**src/rtl/bcu_pkg.sv**
```systemverilog
`timescale 1ns/1ps
package bcu_pkg;

    localparam logic [2:0] CLS_J64 = 3'd5;
    localparam logic [2:0] CLS_J32 = 3'd6;

    typedef enum logic [3:0] {
        CD_JA   = 4'h0, CD_JEQ  = 4'h1, CD_JGT  = 4'h2, CD_JGE  = 4'h3,
        CD_JSET = 4'h4, CD_JNE  = 4'h5, CD_JSGT = 4'h6, CD_JSGE = 4'h7,
        CD_CALL = 4'h8, CD_EXIT = 4'h9, CD_JLT  = 4'hA, CD_JLE  = 4'hB,
        CD_JSLT = 4'hC, CD_JSLE = 4'hD
    } br_code_e;

    typedef enum logic [2:0] {
        K_NONE, K_COND, K_ALWAYS, K_CALL_LOCAL, K_CALL_HELPER, K_EXIT, K_BAD
    } br_kind_e;

    typedef enum logic {
        ST_IDLE,
        ST_RESULT
    } bcu_state_e;

endpackage

```
**src/rtl/bcu_decode.sv**
```systemverilog
`timescale 1ns/1ps
module bcu_decode
    import bcu_pkg::*;
(
    input  logic [7:0] opcode,
    input  logic [3:0] src_field,
    output br_kind_e   kind,
    output logic       half,
    output logic       use_reg,
    output logic [3:0] code
);
    logic [2:0] cls;
    logic       is_jmp;

    assign cls     = opcode[2:0];
    assign code    = opcode[7:4];
    assign use_reg = opcode[3];
    assign half    = (cls == CLS_J32);
    assign is_jmp  = (cls == CLS_J64) || (cls == CLS_J32);

    always_comb begin
        kind = K_NONE;
        if (is_jmp) begin
            case (code)
                CD_JA:   kind = half ? K_BAD : K_ALWAYS;
                CD_EXIT: kind = half ? K_BAD : K_EXIT;
                CD_CALL: begin
                    case (src_field)
                        4'd0, 4'd2: kind = K_CALL_HELPER;
                        4'd1:       kind = K_CALL_LOCAL;
                        default:    kind = K_BAD;
                    endcase
                end
                CD_JEQ, CD_JGT, CD_JGE, CD_JSET, CD_JNE, CD_JSGT, CD_JSGE,
                CD_JLT, CD_JLE, CD_JSLT, CD_JSLE: kind = K_COND;
                default: kind = K_BAD;
            endcase
        end
    end
endmodule

```
**src/rtl/bcu_compare.sv**
```systemverilog
`timescale 1ns/1ps
module bcu_compare
    import bcu_pkg::*;
#(
    parameter int DATA_W = 64
) (
    input  logic [DATA_W-1:0] lhs,
    input  logic [DATA_W-1:0] rhs,
    input  logic              half,
    input  logic [3:0]        code,
    output logic              cond
);
    localparam int NW = 2;

    logic [NW-1:0] eq_w, ult_w, slt_w, any_w;
    logic          eq, ult, slt, any;

    // index 0: full width, index 1: low half
    for (genvar g = 0; g < NW; g++) begin : g_width
        localparam int W = (g == 0) ? DATA_W : DATA_W / 2;
        logic [W-1:0] a, b;
        assign a        = lhs[W-1:0];
        assign b        = rhs[W-1:0];
        assign eq_w[g]  = (a == b);
        assign ult_w[g] = (a < b);
        assign slt_w[g] = ($signed(a) < $signed(b));
        assign any_w[g] = |(a & b);
    end

    assign eq  = eq_w[half];
    assign ult = ult_w[half];
    assign slt = slt_w[half];
    assign any = any_w[half];

    always_comb begin
        case (code)
            CD_JEQ:  cond = eq;
            CD_JNE:  cond = !eq;
            CD_JSET: cond = any;
            CD_JGT:  cond = !ult && !eq;
            CD_JGE:  cond = !ult;
            CD_JLT:  cond = ult;
            CD_JLE:  cond = ult || eq;
            CD_JSGT: cond = !slt && !eq;
            CD_JSGE: cond = !slt;
            CD_JSLT: cond = slt;
            CD_JSLE: cond = slt || eq;
            default: cond = 1'b0;
        endcase
    end
endmodule

```
**src/rtl/bcu_target.sv**
```systemverilog
`timescale 1ns/1ps
module bcu_target #(
    parameter int PC_W  = 32,
    parameter int OFF_W = 16
) (
    input  logic [PC_W-1:0]  pc,
    input  logic [OFF_W-1:0] offset,
    input  logic             take,
    output logic [PC_W-1:0]  npc
);
    localparam int EXT_W = PC_W - OFF_W;

    logic [PC_W-1:0] off_ext, seq_pc, jmp_pc;

    assign off_ext = {{EXT_W{offset[OFF_W-1]}}, offset};
    assign seq_pc  = pc + PC_W'(1);
    assign jmp_pc  = seq_pc + off_ext;
    assign npc     = take ? jmp_pc : seq_pc;
endmodule

```
**src/rtl/bcu_top.sv**
```systemverilog
`timescale 1ns/1ps
module bcu_top
    import bcu_pkg::*;
#(
    parameter int PC_W   = 32,
    parameter int DATA_W = 64,
    parameter int IMM_W  = 32,
    parameter int OFF_W  = 16
) (
    input  logic              clk,
    input  logic              rst_n,
    input  logic              in_valid,
    input  logic [7:0]        opcode,
    input  logic [3:0]        src_field,
    input  logic [DATA_W-1:0] dst_val,
    input  logic [DATA_W-1:0] src_val,
    input  logic [IMM_W-1:0]  imm,
    input  logic [OFF_W-1:0]  offset,
    input  logic [PC_W-1:0]   pc,
    output logic              res_valid,
    output logic              taken,
    output logic [PC_W-1:0]   next_pc,
    output logic              is_call,
    output logic [1:0]        call_kind,
    output logic              is_exit,
    output logic              illegal_op
);
    localparam int IEXT_W = DATA_W - IMM_W;

    bcu_state_e      state_q, state_d;
    br_kind_e        kind;
    logic            half, use_reg, cond, take_d;
    logic [3:0]      code;
    logic [DATA_W-1:0] rhs;
    logic [PC_W-1:0] npc_d;

    bcu_decode u_dec (
        .opcode    (opcode),
        .src_field (src_field),
        .kind      (kind),
        .half      (half),
        .use_reg   (use_reg),
        .code      (code)
    );

    assign rhs = use_reg ? src_val : {{IEXT_W{imm[IMM_W-1]}}, imm};

    bcu_compare #(.DATA_W(DATA_W)) u_cmp (
        .lhs  (dst_val),
        .rhs  (rhs),
        .half (half),
        .code (code),
        .cond (cond)
    );

    assign take_d = (kind == K_ALWAYS) || (kind == K_CALL_LOCAL) ||
                    ((kind == K_COND) && cond);

    bcu_target #(.PC_W(PC_W), .OFF_W(OFF_W)) u_tgt (
        .pc     (pc),
        .offset (offset),
        .take   (take_d),
        .npc    (npc_d)
    );

    always_comb begin
        unique case (state_q)
            ST_IDLE:   state_d = in_valid ? ST_RESULT : ST_IDLE;
            ST_RESULT: state_d = in_valid ? ST_RESULT : ST_IDLE;
            default:   state_d = ST_IDLE;
        endcase
    end

    always_ff @(posedge clk) begin
        if (!rst_n) state_q <= ST_IDLE;
        else        state_q <= state_d;
    end

    always_ff @(posedge clk) begin
        if (!rst_n) begin
            taken      <= 1'b0;
            next_pc    <= '0;
            is_call    <= 1'b0;
            call_kind  <= 2'd0;
            is_exit    <= 1'b0;
            illegal_op <= 1'b0;
        end else if (in_valid) begin
            taken      <= take_d;
            next_pc    <= npc_d;
            is_call    <= (kind == K_CALL_LOCAL) || (kind == K_CALL_HELPER);
            call_kind  <= ((kind == K_CALL_LOCAL) || (kind == K_CALL_HELPER))
                          ? src_field[1:0] : 2'd0;
            is_exit    <= (kind == K_EXIT);
            illegal_op <= (kind == K_BAD);
        end
    end

    assign res_valid = (state_q == ST_RESULT);
endmodule

```
**config.mk**
```make
export PLATFORM = sky130hd
export DESIGN_NAME = bcu_top
export DESIGN_NICKNAME = d
export VERILOG_FILES = /design/src/rtl/bcu_pkg.sv /design/src/rtl/bcu_decode.sv /design/src/rtl/bcu_compare.sv /design/src/rtl/bcu_target.sv /design/src/rtl/bcu_top.sv
export SDC_FILE = /design/constraint.sdc
export NUM_CORES = 1
export LEC_CHECK = 0
export BUFFER_PORTS_ARGS = -buffer_cell sky130_fd_sc_hd__buf_2
export CAP_MARGIN = 20
export CORE_ASPECT_RATIO = 1.5
export CORE_MARGIN = 2
export CORE_UTILIZATION = 30
export DETAILED_ROUTE_END_ITERATION = 6
export GPL_ROUTABILITY_DRIVEN = 0
export HOLD_SLACK_MARGIN = 0.12
export PLACE_DENSITY = 0.53
export SYNTH_ARGS = -nofsm -noshare
export SYNTH_HDL_FRONTEND = slang
export SYNTH_HIERARCHICAL = 1
export SYNTH_SLANG_ARGS = --single-unit
```
**constraint.sdc**
```tcl
create_clock -name clk -period 10.7 [get_ports clk]
set_clock_uncertainty 0.2 [all_clocks]
set_input_delay 2.675 -clock clk [delete_from_list [all_inputs] [get_ports clk]]
set_output_delay 2.675 -clock clk [all_outputs]
set_load 0.1 [all_outputs]
```
; ---- Word-level counts from Yosys, hierarchy flattened
; Index checks and enable logic that the tools add are counted.
[word_totals]
reg_bits = 39
input_bits = 223
output_inout_bits = 39
wordCells = 77
[classes]
addsub = 2
magnitude_cmp = 5
eq_ne = 25
muxes = 18
n_bitwise = 2
reduce_logical = 18
[op_table]
columns = cell, count
row1 = $lt 64x64->1, 2
row2 = $and 64x64->64, 1
row3 = $eq 64x64->1, 1
row4 = $lt 32x32->1, 2
row5 = $mux 64, 1
row6 = $reduce_or 64->1, 1
row7 = $add 32x1->32 const B, 1
row8 = $add 32x32->32, 1
row9 = $and 32x32->32, 1
row10 = $eq 32x32->1, 1
row11 = $mux 32, 1
row12 = $reduce_or 32->1, 1
row13 = $eq 4x4->1 const B, 6
row14 = $eq 4x3->1 const B, 4
row15 = $eq 3x3->1 const B, 5
row16 = $eq 4x2->1 const B, 3
row17 = $pmux 3 s4, 1
row18 = $pmux 1 s11, 1
row19 = $reduce_or 11->1, 1
row20 = $mux 1, 9
row21 = $eq 4x1->1 const B, 2
row22 = $logic_not 4->1, 2
row23 = $eq 3x2->1 const B, 2
row24 = $logic_or 1x1->1, 6
row25 = 8 further kinds, 14

; ---- Longest topological paths before layout
; Gate-level depths: netlist (run 1).
[logic_depth]
depth_word = 10
ltp_mapped = 25
mapped_depth_nobuf = 21

; ---- Cells and area by module
; Netlist (run 1), hierarchy kept.
[modules_own_cells]
columns = mod, n_inst, cells_each, area_per_inst_um2
row1 = bcu_target, 1, 420, 2870.3
row2 = bcu_compare, 1, 341, 2763.9
row3 = bcu_top, 1, 243, 2337.2
row4 = bcu_decode, 1, 21, 146.4

; ---- Worst setup path before layout (run 1)
; No wires, ideal clock.
[synth_path]
kind = input port to flip-flop
from = input port opcode[3]
to = register next_pc[31]
setup_ns = 0.067
arrival_ns = 6.825
slack_ns = 3.608
path_stages = 23
cell_sequence = buf_4 buf_6 buf_12 mux2_4 inv_1 ha_1 a21oi_2 o21a_1 o2bb2ai_1 o41a_1 or3_1 a21boi_2 a211oi_1 o41ai_2 a21oi_1 nor2_1 inv_1 or4_1 a21o_1 o311ai_2 xnor2_1 mux2i_1 nor2b_1
[synth_between]
elab_chain_len = 10
[synth_rtl]
columns = element, line
row1 = from (decl), bcu_top.sv:13  ; input logic [7:0] opcode,
row2 = $mux 64 *, bcu_top.sv:46  ; assign rhs = use_reg ? src_val : {{IEXT_W{imm[IMM_W-1]}}, imm};
row3 = net rhs[11], bcu_top.sv:34  ; logic [DATA_W-1:0] rhs;
row4 = $lt 64x64->1 (tied with other cells), bcu_compare.sv:26  ; assign slt_w[g] = ($signed(a) < $signed(b));
row5 = "$mux 1, on equally long branches (2 in a row)", "bcu_compare.sv:32, bcu_compare.sv:30, bcu_compare.sv:31"
row6 = "$logic_not 1->1, on equally long branches", --
row7 = "$logic_and 1x1->1, on equally long branches", "bcu_compare.sv:44, bcu_compare.sv:40"
row8 = $pmux 1 s11 *, bcu_compare.sv:36  ; case (code)
row9 = net cond, bcu_top.sv:32  ; logic half, use_reg, cond, take_d;
row10 = $logic_and 1x1->1 *, bcu_top.sv:57  ; ((kind == K_COND) && cond);
row11 = $logic_or 1x1->1 *, bcu_top.sv:56  ; assign take_d = (kind == K_ALWAYS) || (kind == K_CALL_LOCAL) ||
row12 = net take_d, bcu_top.sv:32
row13 = $mux 32 *, bcu_target.sv:18  ; assign npc = take ? jmp_pc : seq_pc;
row14 = net npc_d[31], bcu_top.sv:35  ; logic [PC_W-1:0] npc_d;
row15 = to (signal assigned), bcu_top.sv:89  ; next_pc <= npc_d;
row16 = to (decl), bcu_top.sv:22  ; output logic [PC_W-1:0] next_pc,
; The timed path passes the listed nets; every way through them passes the cells marked *. The select of a mux whose other input is x is not followed.
; A chain may end at the register's enable or synchronous reset.

; ---- Worst setup path after layout (run 1)
; Same ends and word-level chain as after synthesis.

==> impl_results.md, run 1 <==
- Final instance area: 9750 sq um
- Std cell rows: 73
- Largest stage delay, worst path: 540 ps
- H-tree depth: 2
- Setup violators final: 0
- Max-Cap Viols: 0
- CP Data Arrival Time: 8040 ps
- Leak: 5.02 nW
- Antenna Violating Nets Remaining: 0
- Starting Density: 30.5%
- RSZ-0062 raised after global routing: no
- Ys flop type: dfxtp_1
- Slew headroom: 54.9%
- Placement Cell Area: 9570 sq um
- Core Region: 26600 sq um
- Non-Filler Instances: 1597
- Drt drc: 0
- Initial DRC count: 250
- CP max-delay cell: buf_4
- Num Clock Sinks: 39
- Clock Pin Slew Worst Setup and Hold Paths: 70 ps
- Yosys reg bits: 39
- Congestion Overflow GR: 0
- Post-synthesis cell type count: 88
- Final count of hold timing violations: 0
- CTS Buf Count: 5
- Initial antenna violation count: 2
- First-pass GRT wire length: 41600 microns
- Wire length per cell: 16.5 microns
- Setup Crit Path Kind: in2reg
- FMAX: 0.125 GHz
- Worst-path maximum fanout: 39
- Die Ht: 205 microns
- Clk buf depth: 2
- Number of synthesized flops with an enable pin: 0
- Routed WL: 26400 microns
- Slew Limit Fails: 0
- Pre-CTS setup slack: 2310 ps
- Mapped Area: 8120 sq um
- Port buffer count: 261
- Data required time of the critical path: 10730 ps
- Fin Hold WS: 271 ps
- Status: finished clean
- Largest net degree at the start of global routing: 50
- Worst slew pin tran: 677 ps
- Sequential area share after synthesis: 9.62%
- CP Cell Sequence: buf_2, buf_4, mux2_2, inv_1, ha_1, nor2b_1, o211ai_1, a21boi_2, o41a_1, or3_1, a21boi_2, a211oi_1, o41ai_2, a21oi_1, nor2_4, inv_1, or4_1, a21o_1, o311ai_2, xnor2_1, mux2i_1, nor2b_1
- DR vias: 8044
- Total GRT Usage: 18.1%
- Dpl cells: 1587
- Hold_buf cts: 0
- Mean Syn Cell Area: 7.92 sq um
- Layout cell share with drive strength beyond 1: 27.1%
- Startpoint Class: input port
- Mapped Cells: 1025
- Ports: 262
- Synth Net Count: 1416
- Setup Buffers After CTS: 0
- Number of global-route vias before repair: 8282
- Skew-Pair Late Insertion Delay: 290 ps
- Asr flop ratio synth: 0%
- Vias/cell: 5.04
- HPWL Detailed: 22600 microns
- Drt pass-1 iters: 4
- Multi-input logic area: 6730 sq um
- IR drop worst, VDD: 0.0839 mV
- Min cycle time layout: 8010 ps
- Clk Tree Root Cell: clkbuf_16
- Cell Pwr Density: 84.9 nW/um^2
- Setup TNS: 0 ps
- Resize count post-CTS: 0
- Critical Path Sink Type: register
- TritonCTS clock tree: built
- Period utilization: 74.9%
- Setup WS post-layout: 2690 ps
- Filler instances: 2847
- Die ar.: 28400 sq um
- Layout Utilization: 36.7%
- Power, Total: 828 uW
- Worst hold path class: reg2reg
- Synthesis Warnings: 6
- Register area: 781 sq um
- Area growth syn-to-layout: 20.1%
- Die width: 138 microns
- # nets final: 1648
[path summary, 6_finish.rpt]
check	slack, ps	depth (start not counted)	endpoint	startpoint
min reg2reg	270	2	is_exit	is_exit
max reg2reg	9780	2	taken	taken
max	2690	22	next_pc[31]	opcode[3]
min	270	2	is_exit	is_exit
[Yosys cell counts, types with 8 or more instances]
library cell	number	area (sq um)
ha_1	167	2090
nand2_1	121	454
a21oi_1	89	445
inv_1	80	300
nor2_1	51	191
dfxtp_1	39	781
mux2i_1	36	360
nor2b_1	35	219
xnor2_1	35	307
nand4_1	34	213
nand3_1	30	150
mux2_4	24	360
o21ai_0	23	115
nor4_1	20	125
xor2_1	20	175
nor3_1	12	60.1
a21o_1	10	75.1
mux2_2	10	113
buf_2	9	45.0
clkbuf_1	9	33.8
and3_1	8	50.1
[sequential cells by signal, indices dropped and copies added, names as in the netlist]
| name | cells |
|---|---|
| next_pc | 32 |
| call_kind | 2 |
| illegal_op | 1 |
| is_call | 1 |
| is_exit | 1 |
| res_valid | 1 |
| taken | 1 |
[cell usage in the layout (no fill, tap or decap), types with 4 or more instances in the layout]
cell       instances
buf_2            261
ha_1             167
nand2_1          121
a21oi_1           89
inv_1             80
nor2_1            50
dfxtp_1           39
mux2i_1           36
nor2b_1           35
xnor2_1           35
nand4_1           34
nand3_1           30
mux2_4            24
o21ai_0           23
nor4_1            20
xor2_1            20
nor3_1            12
mux2_2            10
a21o_1            10
and3_1             8
and2_1             7
and4_1             7
o21ai_1            7
o21a_1             7
o211ai_1           7
a211oi_1           7
o31ai_1            7
nand2b_1           6
a31oi_1            6
clkbuf_16          5
buf_4              4
a21oi_2            4
[layout make-up]
class	instances	share of cell area, %
diodes	2	0.0513
clock buffers	5	1.28
multi-input cells	866	69.1
clock inverters	3	0.488
flip-flops and latches	39	8.01
inverters	80	3.08
well taps	337	4.32
repair buffers	265	13.7
[critical path, delay by kind of cell]
kind / cells / cell delay (ps)
AND/OR/NAND/NOR: 5 / 1390
XOR/XNOR: 1 / 160
AO/OA/AOI/OAI: 9 / 1730
multiplexers: 2 / 500
adder cells (fa/ha/maj): 1 / 230
buffers and inverters: 4 / 1330
[kinds of logic after synthesis]
logic type               share of synthesized area, %
AO/OA/AOI/OAI                                    17.5
XOR/XNOR                                         6.33
adder cells (fa/ha/maj)                          26.0
buffers and inverters                            7.52
flip-flops                                       9.62
multiplexers                                     10.3
AND/OR/NAND/NOR                                  22.7
[power by group]
part | total [mW] | internal, mW | leakage [nW] | switching (mW)
clock network | 0.180 | 0.111 | 0.0844 | 0.0689
logic | 0.484 | 0.176 | 4.61 | 0.309
registers | 0.163 | 0.157 | 0.321 | 0.00616
total | 0.828 | 0.444 | 5.02 | 0.384
[routing by layer]
layer	vias to the layer above	track usage, %	wire length (microns)
met5	-	0	0
met4	0	6.74	937
met3	43	4.17	1620
met2	242	36.3	14200
met1	3631	17.8	9690
li1	4128	-	-
Power figures use the tool's default switching activity.
==> run 2: changes to the inputs <==
Clock period 10.7 ns to 8.4 ns, I/O delays scaled along.
==> impl_results.md, run 2 (synthesis gave the netlist of run 1 again) <==
- Status: finished clean
- Layout cell share with drive strength beyond 1: 27.2%
- Most common cell after layout, fill and taps aside: buf_2
- Critical Path Sink Type: register
- Std cell rows: 73
- # nets final: 1650
- Cell Pwr Density: 105 nW/um^2
- Number of global-route vias before repair: 8262
- Setup Buffers After CTS: 0
- Initial DRC count: 250
- Antenna Violating Nets Remaining: 0
- CTS Buf Count: 5
- Area growth syn-to-layout: 19.9%
- Setup TNS: 0 ps
- Clk Tree Root Cell: clkbuf_16
- TritonCTS clock tree: built
- Skew-Pair Late Insertion Delay: 280 ps
- Filler instances: 2860
- Data required time of the critical path: 8420 ps
- Ports: 262
- Leak: 5.01 nW
- Port buffer count: 261
- Die Ht: 205 microns
- Max reg flops: 32
- Drt drc: 0
- Congestion Overflow GR: 0
- Clk buf depth: 2
- Dpl cells: 1589
- Slew Limit Fails: 0
- HPWL Detailed: 22900 microns
- Wire length per cell: 16.7 microns
- Setup Crit Path Kind: in2reg
- FMAX: 0.149 GHz
- Hold path startpoint: is_exit
- Pre-CTS setup slack: 1410 ps
- Total GRT Usage: 18.1%
- Worst-path maximum fanout: 22
- FF-to-FF End: taken
- Commonest non-fill, non-tap cells in the layout: buf_2 (261), ha_1 (167), nand2_1 (121)
- Die width: 138 microns
- CP Data Arrival Time: 6710 ps
- Clock Pin Slew Worst Setup and Hold Paths: 60 ps
- Largest net degree at the start of global routing: 60
- Starting Density: 30.5%
- Setup violators final: 0
- Min cycle time layout: 6690 ps
- RSZ-0062 raised after global routing: no
- Setup slack, reg-to-reg: 7470 ps
- Core Region: 26600 sq um
- Largest Register: next_pc
- Vias/cell: 4.97
- Top Registers: next_pc x32, call_kind x2
- Non-Filler Instances: 1598
- Hold Path Cell Cnt: 2
- Startpoint Class: input port
- Drt pass-1 iters: 4
- Worst hold path class: reg2reg
- Num Clock Sinks: 39
- Routed WL: 26700 microns
- Resize count post-CTS: 0
- Final count of hold timing violations: 0
- Max-Cap Viols: 0
- Setup WS post-layout: 1710 ps
- Initial antenna violation count: 2
- First-pass GRT wire length: 41800 microns
- Multi-input logic area: 6730 sq um
- IR drop worst, VDD: 0.107 mV
- Hold Path End: is_exit
- DR vias: 7948
- Hold_buf cts: 0
- Critical R2R Launch: taken
- Period utilization: 79.7%
- R2R depth: 2
- Register area: 781 sq um
- Slew headroom: 40.2%
- H-tree depth: 2
- Die ar.: 28400 sq um
- Worst slew pin tran: 897 ps
## run 2: area by class of cell
| type | instances | share of cell area [%] |
|---|---|---|
| Clock buffer | 6 | 1.43 |
| Multi-Input combinational cell | 866 | 69.2 |
| Antenna cell | 2 | 0.0514 |
| Inverter | 80 | 3.08 |
| Timing Repair Buffer | 267 | 13.9 |
| Clock inverter | 1 | 0.0514 |
| Sequential cell | 39 | 8.02 |
| Tap cell | 337 | 4.33 |
## run 2: worst max-delay path, cell delays in order
cell	delay [ps]
buf_2	110
nand2b_1	560
buf_4	380
nand2_1	90
inv_1	50
ha_1	310
nand4_1	150
nor3_1	60
a211oi_1	210
o21ai_0	170
a211oi_2	290
o211ai_2	140
and3_1	170
o41ai_2	340
a21oi_1	150
nor2_4	100
inv_1	140
or4_1	550
a21o_1	170
o311ai_2	80
xnor2_1	160
mux2i_1	100
nor2b_1	120
## run 2: worst max-delay path by stage
stage	startpoint	end	slack, ps	cells after the start
floorplan	opcode[3]	next_pc[31]	1880	23
global placement	opcode[3]	next_pc[31]	1450	23
detailed placement	opcode[3]	next_pc[31]	1410	23
CTS	opcode[3]	next_pc[31]	1680	23
global route	opcode[3]	next_pc[31]	1260	23
finish	opcode[3]	next_pc[31]	1710	23
## run 2: report_power, final
part           leakage, nW  internal [mW]  switching, mW
combinational         4.62          0.224          0.396
sequential           0.321          0.200        0.00780
clock               0.0727          0.116         0.0755
## run 2: metal layers
layer / share of wire [%] / track usage [%] / up-vias
li1: - / - / 4126
met1: 37 / 17.7 / 3572
met2: 56 / 38.0 / 225
met3: 5.4 / 3.51 / 25
met4: 2.2 / 4.77 / 0
met5: 0 / 0 / -
## run 2: through the flow
step           util (%)  power (mW)  instance area (sq um)  hold slack (ps)
4_1_cts            36.6        1.03                   9730              276
6_report           36.6        1.02                   9740              270
2_1_floorplan         -       0.662                   8120              712
5_1_grt            36.6        1.10                   9740              288
3_3_place_gp       36.1       0.830                   9590              259
3_5_place_dp       36.1       0.832                   9590              265
